--- config.mk ---
export PLATFORM = sky130hd
export DESIGN_NAME = lsc_line_table
export DESIGN_NICKNAME = d
export VERILOG_FILES = /design/src/rtl/lsc_pkg.sv /design/src/rtl/lsc_line_table.sv
export SDC_FILE = /design/constraint.sdc
export NUM_CORES = 1
export LEC_CHECK = 0
export BUFFER_PORTS_ARGS = -buffer_cell sky130_fd_sc_hd__buf_2
export CAP_MARGIN = 20
export CORE_ASPECT_RATIO = 1.2
export CORE_UTILIZATION = 45
export CTS_CLUSTER_DIAMETER = 100
export DETAILED_ROUTE_END_ITERATION = 10
export GPL_ROUTABILITY_DRIVEN = 0
export PLACE_DENSITY_LB_ADDON = 0.15
export SKIP_CTS_REPAIR_TIMING = 1
export SLEW_MARGIN = 20
export SYNTH_ARGS = -nofsm -noshare
export SYNTH_HDL_FRONTEND = slang
export SYNTH_SLANG_ARGS = --single-unit
--- constraint.sdc ---
create_clock -name clk -period 2.5 [get_ports clk]
set_input_delay 0.5 -clock clk [delete_from_list [all_inputs] [get_ports clk]]
set_output_delay 0.5 -clock clk [all_outputs]
set_load 0.005 [all_outputs]
--- src/rtl/lsc_pkg.sv ---
package lsc_pkg;
  parameter int unsigned LSC_NUM_LINES = 16;
  parameter int unsigned LSC_VEC_W     = 16;
  parameter int unsigned LSC_PART_W    = 4;
  parameter int unsigned LSC_CORE_W    = 2;

  typedef enum logic [1:0] {
    LS_INV = 2'b00,
    LS_EXC = 2'b01,
    LS_SHR = 2'b10,
    LS_MOD = 2'b11
  } line_st_e;
endpackage

--- src/rtl/lsc_line_table.sv ---
module lsc_line_table
  import lsc_pkg::*;
#(
  parameter int unsigned NUM_LINES = LSC_NUM_LINES,
  parameter int unsigned VEC_W     = LSC_VEC_W,
  parameter int unsigned CORE_W    = LSC_CORE_W,
  localparam int unsigned IDX_W    = $clog2(NUM_LINES)
) (
  input  logic              clk,
  input  logic              rst_n,
  input  logic              fill_valid,
  input  logic [IDX_W-1:0]  fill_idx,
  input  logic [CORE_W-1:0] fill_core,
  input  logic              barrier,
  input  logic              upd_valid,
  input  logic [IDX_W-1:0]  upd_idx,
  input  logic [1:0]        upd_state,
  input  logic [VEC_W-1:0]  upd_vec,
  input  logic              peer_valid,
  input  logic [IDX_W-1:0]  peer_idx,
  input  logic [VEC_W-1:0]  peer_vec,
  input  logic [IDX_W-1:0]  rd_idx,
  output logic [1:0]        rd_state,
  output logic [VEC_W-1:0]  rd_vec,
  output logic [CORE_W-1:0] rd_owner,
  input  logic [IDX_W-1:0]  probe_idx,
  output logic [1:0]        probe_state,
  output logic [VEC_W-1:0]  probe_vec
);

  logic [NUM_LINES-1:0][1:0]        st_q;
  logic [NUM_LINES-1:0][VEC_W-1:0]  vec_q;
  logic [NUM_LINES-1:0][CORE_W-1:0] own_q;

  for (genvar l = 0; l < NUM_LINES; l++) begin : g_line
    logic              fill_hit, upd_hit, peer_hit, line_en;
    logic [1:0]        st_d;
    logic [VEC_W-1:0]  vec_d;
    logic [CORE_W-1:0] own_d;

    assign fill_hit = fill_valid && (fill_idx == IDX_W'(l));
    assign upd_hit  = upd_valid  && (upd_idx  == IDX_W'(l));
    assign peer_hit = peer_valid && (peer_idx == IDX_W'(l));
    assign line_en  = fill_hit || barrier || upd_hit || peer_hit;

    always_comb begin
      st_d  = st_q[l];
      vec_d = vec_q[l];
      own_d = own_q[l];
      if (fill_hit) begin
        st_d  = LS_EXC;
        vec_d = '1;
        own_d = fill_core;
      end else if (barrier) begin
        vec_d = '1;
      end else if (upd_hit) begin
        st_d  = upd_state;
        vec_d = upd_vec;
      end else if (peer_hit) begin
        vec_d = peer_vec;
      end
    end

    always_ff @(posedge clk or negedge rst_n) begin
      if (!rst_n) begin
        st_q[l]  <= LS_INV;
        vec_q[l] <= '1;
        own_q[l] <= '0;
      end else if (line_en) begin
        st_q[l]  <= st_d;
        vec_q[l] <= vec_d;
        own_q[l] <= own_d;
      end
    end

    AST_FILL_FRESH: assert property (@(posedge clk) disable iff (!rst_n)
      fill_hit |=> (st_q[l] == LS_EXC) && (&vec_q[l]));

    AST_AND_NARROWS: assert property (@(posedge clk) disable iff (!rst_n)
      (upd_hit && !fill_hit && !barrier) |=> ((vec_q[l] & ~$past(vec_q[l])) == '0));

    AST_INVALID_HOLDS: assert property (@(posedge clk) disable iff (!rst_n)
      (!fill_hit && st_q[l] == LS_INV) |=> (st_q[l] == LS_INV));
  end

  AST_BARRIER_ONES: assert property (@(posedge clk) disable iff (!rst_n)
    barrier |=> (&vec_q));

  assign rd_state    = st_q[rd_idx];
  assign rd_vec      = vec_q[rd_idx];
  assign rd_owner    = own_q[rd_idx];
  assign probe_state = st_q[probe_idx];
  assign probe_vec   = vec_q[probe_idx];

endmodule

# Yosys cells after proc, flatten, opt, wreduce, memory -nomap -nowiden
# Cells that the tools add are included.
# totals
reg_bits,320
latchBits,0
mem_bits_rw,0
mem_bits_ro,0
output_inout_bits,38
wordCells,412
memories,0
# op_classes
addsub,0
multipliers,0
n_div,0
magnitude_cmp,2
n_eq_ne,61
shift,0
mux,122
bitwise,0
reduce_logical,179
# ops
cell,count
$mux W16,66
$bmux W16 S4,2
$mux W2,51
$eq A4 B4 Y1 const B,24
$reduce_and A2 Y1,32
$reduce_bool A4 Y1,16
$eq A4 B3 Y1 const B,12
$logic_and A1 B1 Y1,48
$logic_or A1 B1 Y1,48
$reduce_and A3 Y1,16
$ne A2 B1 Y1 const B,16
$reduce_bool A2 Y1,16
$bmux W2 S4,3
$eq A4 B2 Y1 const B,6
$eq A4 B1 Y1 const B,3
$logic_not A4 Y1,3
$lt A4 B5 Y1 const B,2

# Depth between registers and ports, before layout
# logic_depth
depth_word,6
depth_mapped,7

# Least setup slack after synthesis
# Ideal clock, no wire load.
# synth_timing
kind,input-to-output
start,in rd_idx[0]
end,out rd_state[0]
arrival_ps,1772
required_ps,2000
path_slack_ps,228
stages,5
path_buffers,2
cell_sequence,clkbuf_1 > buf_2 > mux4_2 > a22oi_1 > nand2_1
# synth_between
elab_chain_cells,2
# synth_lines
item,line_no,text
start: declaration,lsc_line_table.sv:22,"input logic [IDX_W-1:0] rd_idx,"
$bmux W2 S4,lsc_line_table.sv:89,assign rd_state = st_q[rd_idx];
$mux W2 (not written as such),lsc_line_table.sv:89,
end: declaration,lsc_line_table.sv:23,"output logic [1:0] rd_state,"
# Every way passes these cells. The select of a mux whose other input is x is not followed.

# Worst setup path after layout
# layout_timing
start,in probe_idx[0]
end,out probe_vec[4]
# layout_between
elab_chain_cells,2
# layout_lines
item,line_no,text
start: declaration,lsc_line_table.sv:26,"input logic [IDX_W-1:0] probe_idx,"
$bmux W16 S4,lsc_line_table.sv:93,assign probe_vec = vec_q[probe_idx];
$mux W16 (not written as such),lsc_line_table.sv:93,
end: declaration,lsc_line_table.sv:28,output logic [VEC_W-1:0] probe_vec
# Every way passes these cells. The select of a mux whose other input is x is not followed.

==> flow_metrics.py <==
metrics = {
    "critical_path": {
        "rr_startpoint": "vec_q[171]$_DFFE_PN1P_",
        "crit_required_ps": 2000,
        "crit_path_start_kind": "input pin",
        "worstSetupPathType": "input pin to output port",
        "setup.worst_path.end_class": "output port",
        "worst_r2r_endpoint": "vec_q[171]$_DFFE_PN1P_",
        "worst-r2r-cell-count": 2,
        "arrival_ps": 2040,
        "reg2reg_slack_ps": 1490,
        "cp_max_fo": 6,
    },
    "global_route": {
        "grt_first_pass_wirelength_mm": 131,
        "grt_use_total_pct": 39.9,
        "grt_pass1_vias": 19250,
        "antenna_found_initial": 9,
        "grt_overflow": 0,
        "grt_max_degree": 74,
    },
    "sta": {
        "setup_tns_ps": -77.9,
        "finClkSkew_ps": 0,
        "fin_crit_sh_pct": 102,
        "setup_ws_ps": -38.8,
        "fin_crit_ps": 2540,
        "drv_slew": 0,
        "maxSlewHeadroom_pct": 20.6,
        "setup_violations": 3,
        "worst_slew_pin_slew_ps": 1190,
        "clock.fmax_ghz": 0.394,
        "final_hold_viol_count": 0,
        "rsz0062_at_grt": "yes",
    },
    "min_path": {
        "hp-class": "input pin to async pin",
    },
    "power_and_ir_drop": {
        "powerDensity_mw_per_mm2": 593,
        "pwr-share-seq_pct": 41.5,
        "leakage_nw": 9.06,
        "clockPowerShare_pct": 40.1,
        "p_sw_mw": 4.12,
        "power.total_mw": 14.2,
        "p_comb_share_pct": 18.4,
        "ir_worst_vdd_mv": 0.533,
        "p_int_mw": 10.1,
        "sw_frac_of_total_pct": 29.0,
    },
    "floorplanning": {
        "dieHeight_um": 234,
        "start_util_pct": 45.7,
        "ios": 100,
        "coreArea_mm2": 0.0440,
        "dieArea_mm2": 0.0456,
        "rows": 84,
        "die_w_um": 195,
    },
    "clock_network": {
        "htree_levels": 2,
        "cts_sinks": 320,
        "cts_root_buffer": "clkbuf_16",
        "cts_tree": "done",
        "cts_buffers": 38,
        "clkTransAtPathRegs_ps": 60,
        "cts_max_path_buffers": 3,
        "clk_latency_ps": 570,
    },
    "synth": {
        "synth_top_area_share_pct": 33.4,
        "synth_nets": 1970,
        "synth_area_per_cell_um2": 10.6,
        "yosysWarnings": 0,
        "netlist_area_mm2": 0.0201,
        "ys_async_sr_fraction_pct": 100,
        "synth-seq-cells": 320,
        "syn_inst": 1908,
        "yosysMostFrequentCell": "nor2_1",
        "synthTopCellsByCount": "nor2_1, dfstp_2, a221oi_1, o21ai_0, mux4_2",
        "ys_seq_area_share_pct": 41.3,
        "yosys.cell_types.count": 50,
        "synth_edf_count": 0,
        "synthFlopType": "dfstp_2",
        "synth_area_leader_cell": "dfstp_2",
        "ys_top_cells_by_area": "dfstp_2, mux4_2, a221oi_1",
    },
    "routing": {
        "drc": 0,
        "drt_first_iter_violations": 2613,
        "routed_via_density": 7.39,
        "dr.pass1.iters": 6,
        "routed-via-count": 19370,
        "ant_nets": 0,
        "totalWireLength_mm": 91.1,
        "wl_per_cell_um": 34.7,
    },
    "cells_and_area": {
        "fin_util_pct": 54.3,
        "area_growth_pct": 18.7,
        "final_cells": 2621,
        "layout.nets": 2089,
        "drive_above_1_share_pct": 43.7,
    },
    "placed_design": {
        "dp_cells": 2529,
        "numPortBuffers": 99,
        "hpwl_mm": 58.9,
    },
    "job": {
        "cap_violations": 0,
    },
    "run_status": {
        "violations": "negative setup slack",
        "run_status": "finished with violations",
    },
}
==> area by class of cell <==
class | instances | area, µm²
diodes | 7 | 17.5
fillers | 3874 | 20100
well taps | 559 | 699
multi-input cells | 1358 | 11000
repair buffers | 309 | 2660
clock buffers | 56 | 1090
clock inverters | 12 | 144
flip-flops and latches | 320 | 8330
==> critical path, cell delays in order <==
cell and delay [ps]:
buf_12 90, buf_12 140, buf_8 130, buf_6 100
mux4_2 490, a22oi_2 250, nand2_2 170, buf_6 160
==> flip-flops by register name (all words and copies together), names as in the netlist <==
signal	flops
own_q	32
st_q	32
vec_q	256
==> power groups by stage <==
stage               sequential, mW  clock (mW)  combinational [mW]
floorplan                     5.85           0                1.40
global placement              5.92           0                2.40
detailed placement            5.94           0                2.43
CTS                           5.86        5.74                2.44
global route                  5.92        5.92                2.72
finish                        5.88        5.69                2.61
==> per-layer routing <==
metal  vias up  share of wire (%)  global-route usage, %
met5         -              0.060                      0
met2      1658                 44                   59.5
li1       7608                  -                      -
met3       453                 13                   11.8
met4         8                8.8                   31.9
met1      9643                 34                   48.4
==> stage by stage <==
step,area (µm²),hold WS (ps),setup WS [ps]
6_report,23900,143,-38.8
5_1_grt,23900,191,-54.3
4_1_cts,23400,156,-198
3_5_place_dp,22200,462,-146
3_3_place_gp,22100,453,-152
2_1_floorplan,20100,204,228
==> worst max-delay path by stage <==
stage / from / endpoint / slack (ps) / cells after the start
after floorplan: rd_idx[0] / rd_state[0] / 230 / 5
after global placement: probe_idx[0] / probe_vec[15] / -150 / 7
after detailed placement: probe_idx[0] / probe_vec[12] / -150 / 8
after CTS: vec_q[165]$_DFFE_PN1P_ / probe_vec[5] / -200 / 5
after global routing: probe_idx[0] / probe_vec[4] / -50 / 8
final: probe_idx[0] / probe_vec[4] / -40 / 8
==> cell usage in the layout, fill, tap and decap left out, types with 44 or more instances in the layout <==
cell type / instances
a221oi_1: 240
dfstp_2: 256
buf_4: 167
buf_2: 92
o21ai_1: 77
dfrtp_1: 64
o21ai_0: 192
nand2_1: 82
mux4_2: 152
nor2_1: 300
a22oi_1: 44
==> kinds of logic after synthesis <==
kind of cell / Yosys count / synth area share (%)
compound gates: 616 / 20.9
buf+inv: 230 / 5.34
flops: 320 / 41.3
mux: 201 / 19.6
simple gates: 541 / 12.8
Note: power is estimated with default switching activity, not from simulation.
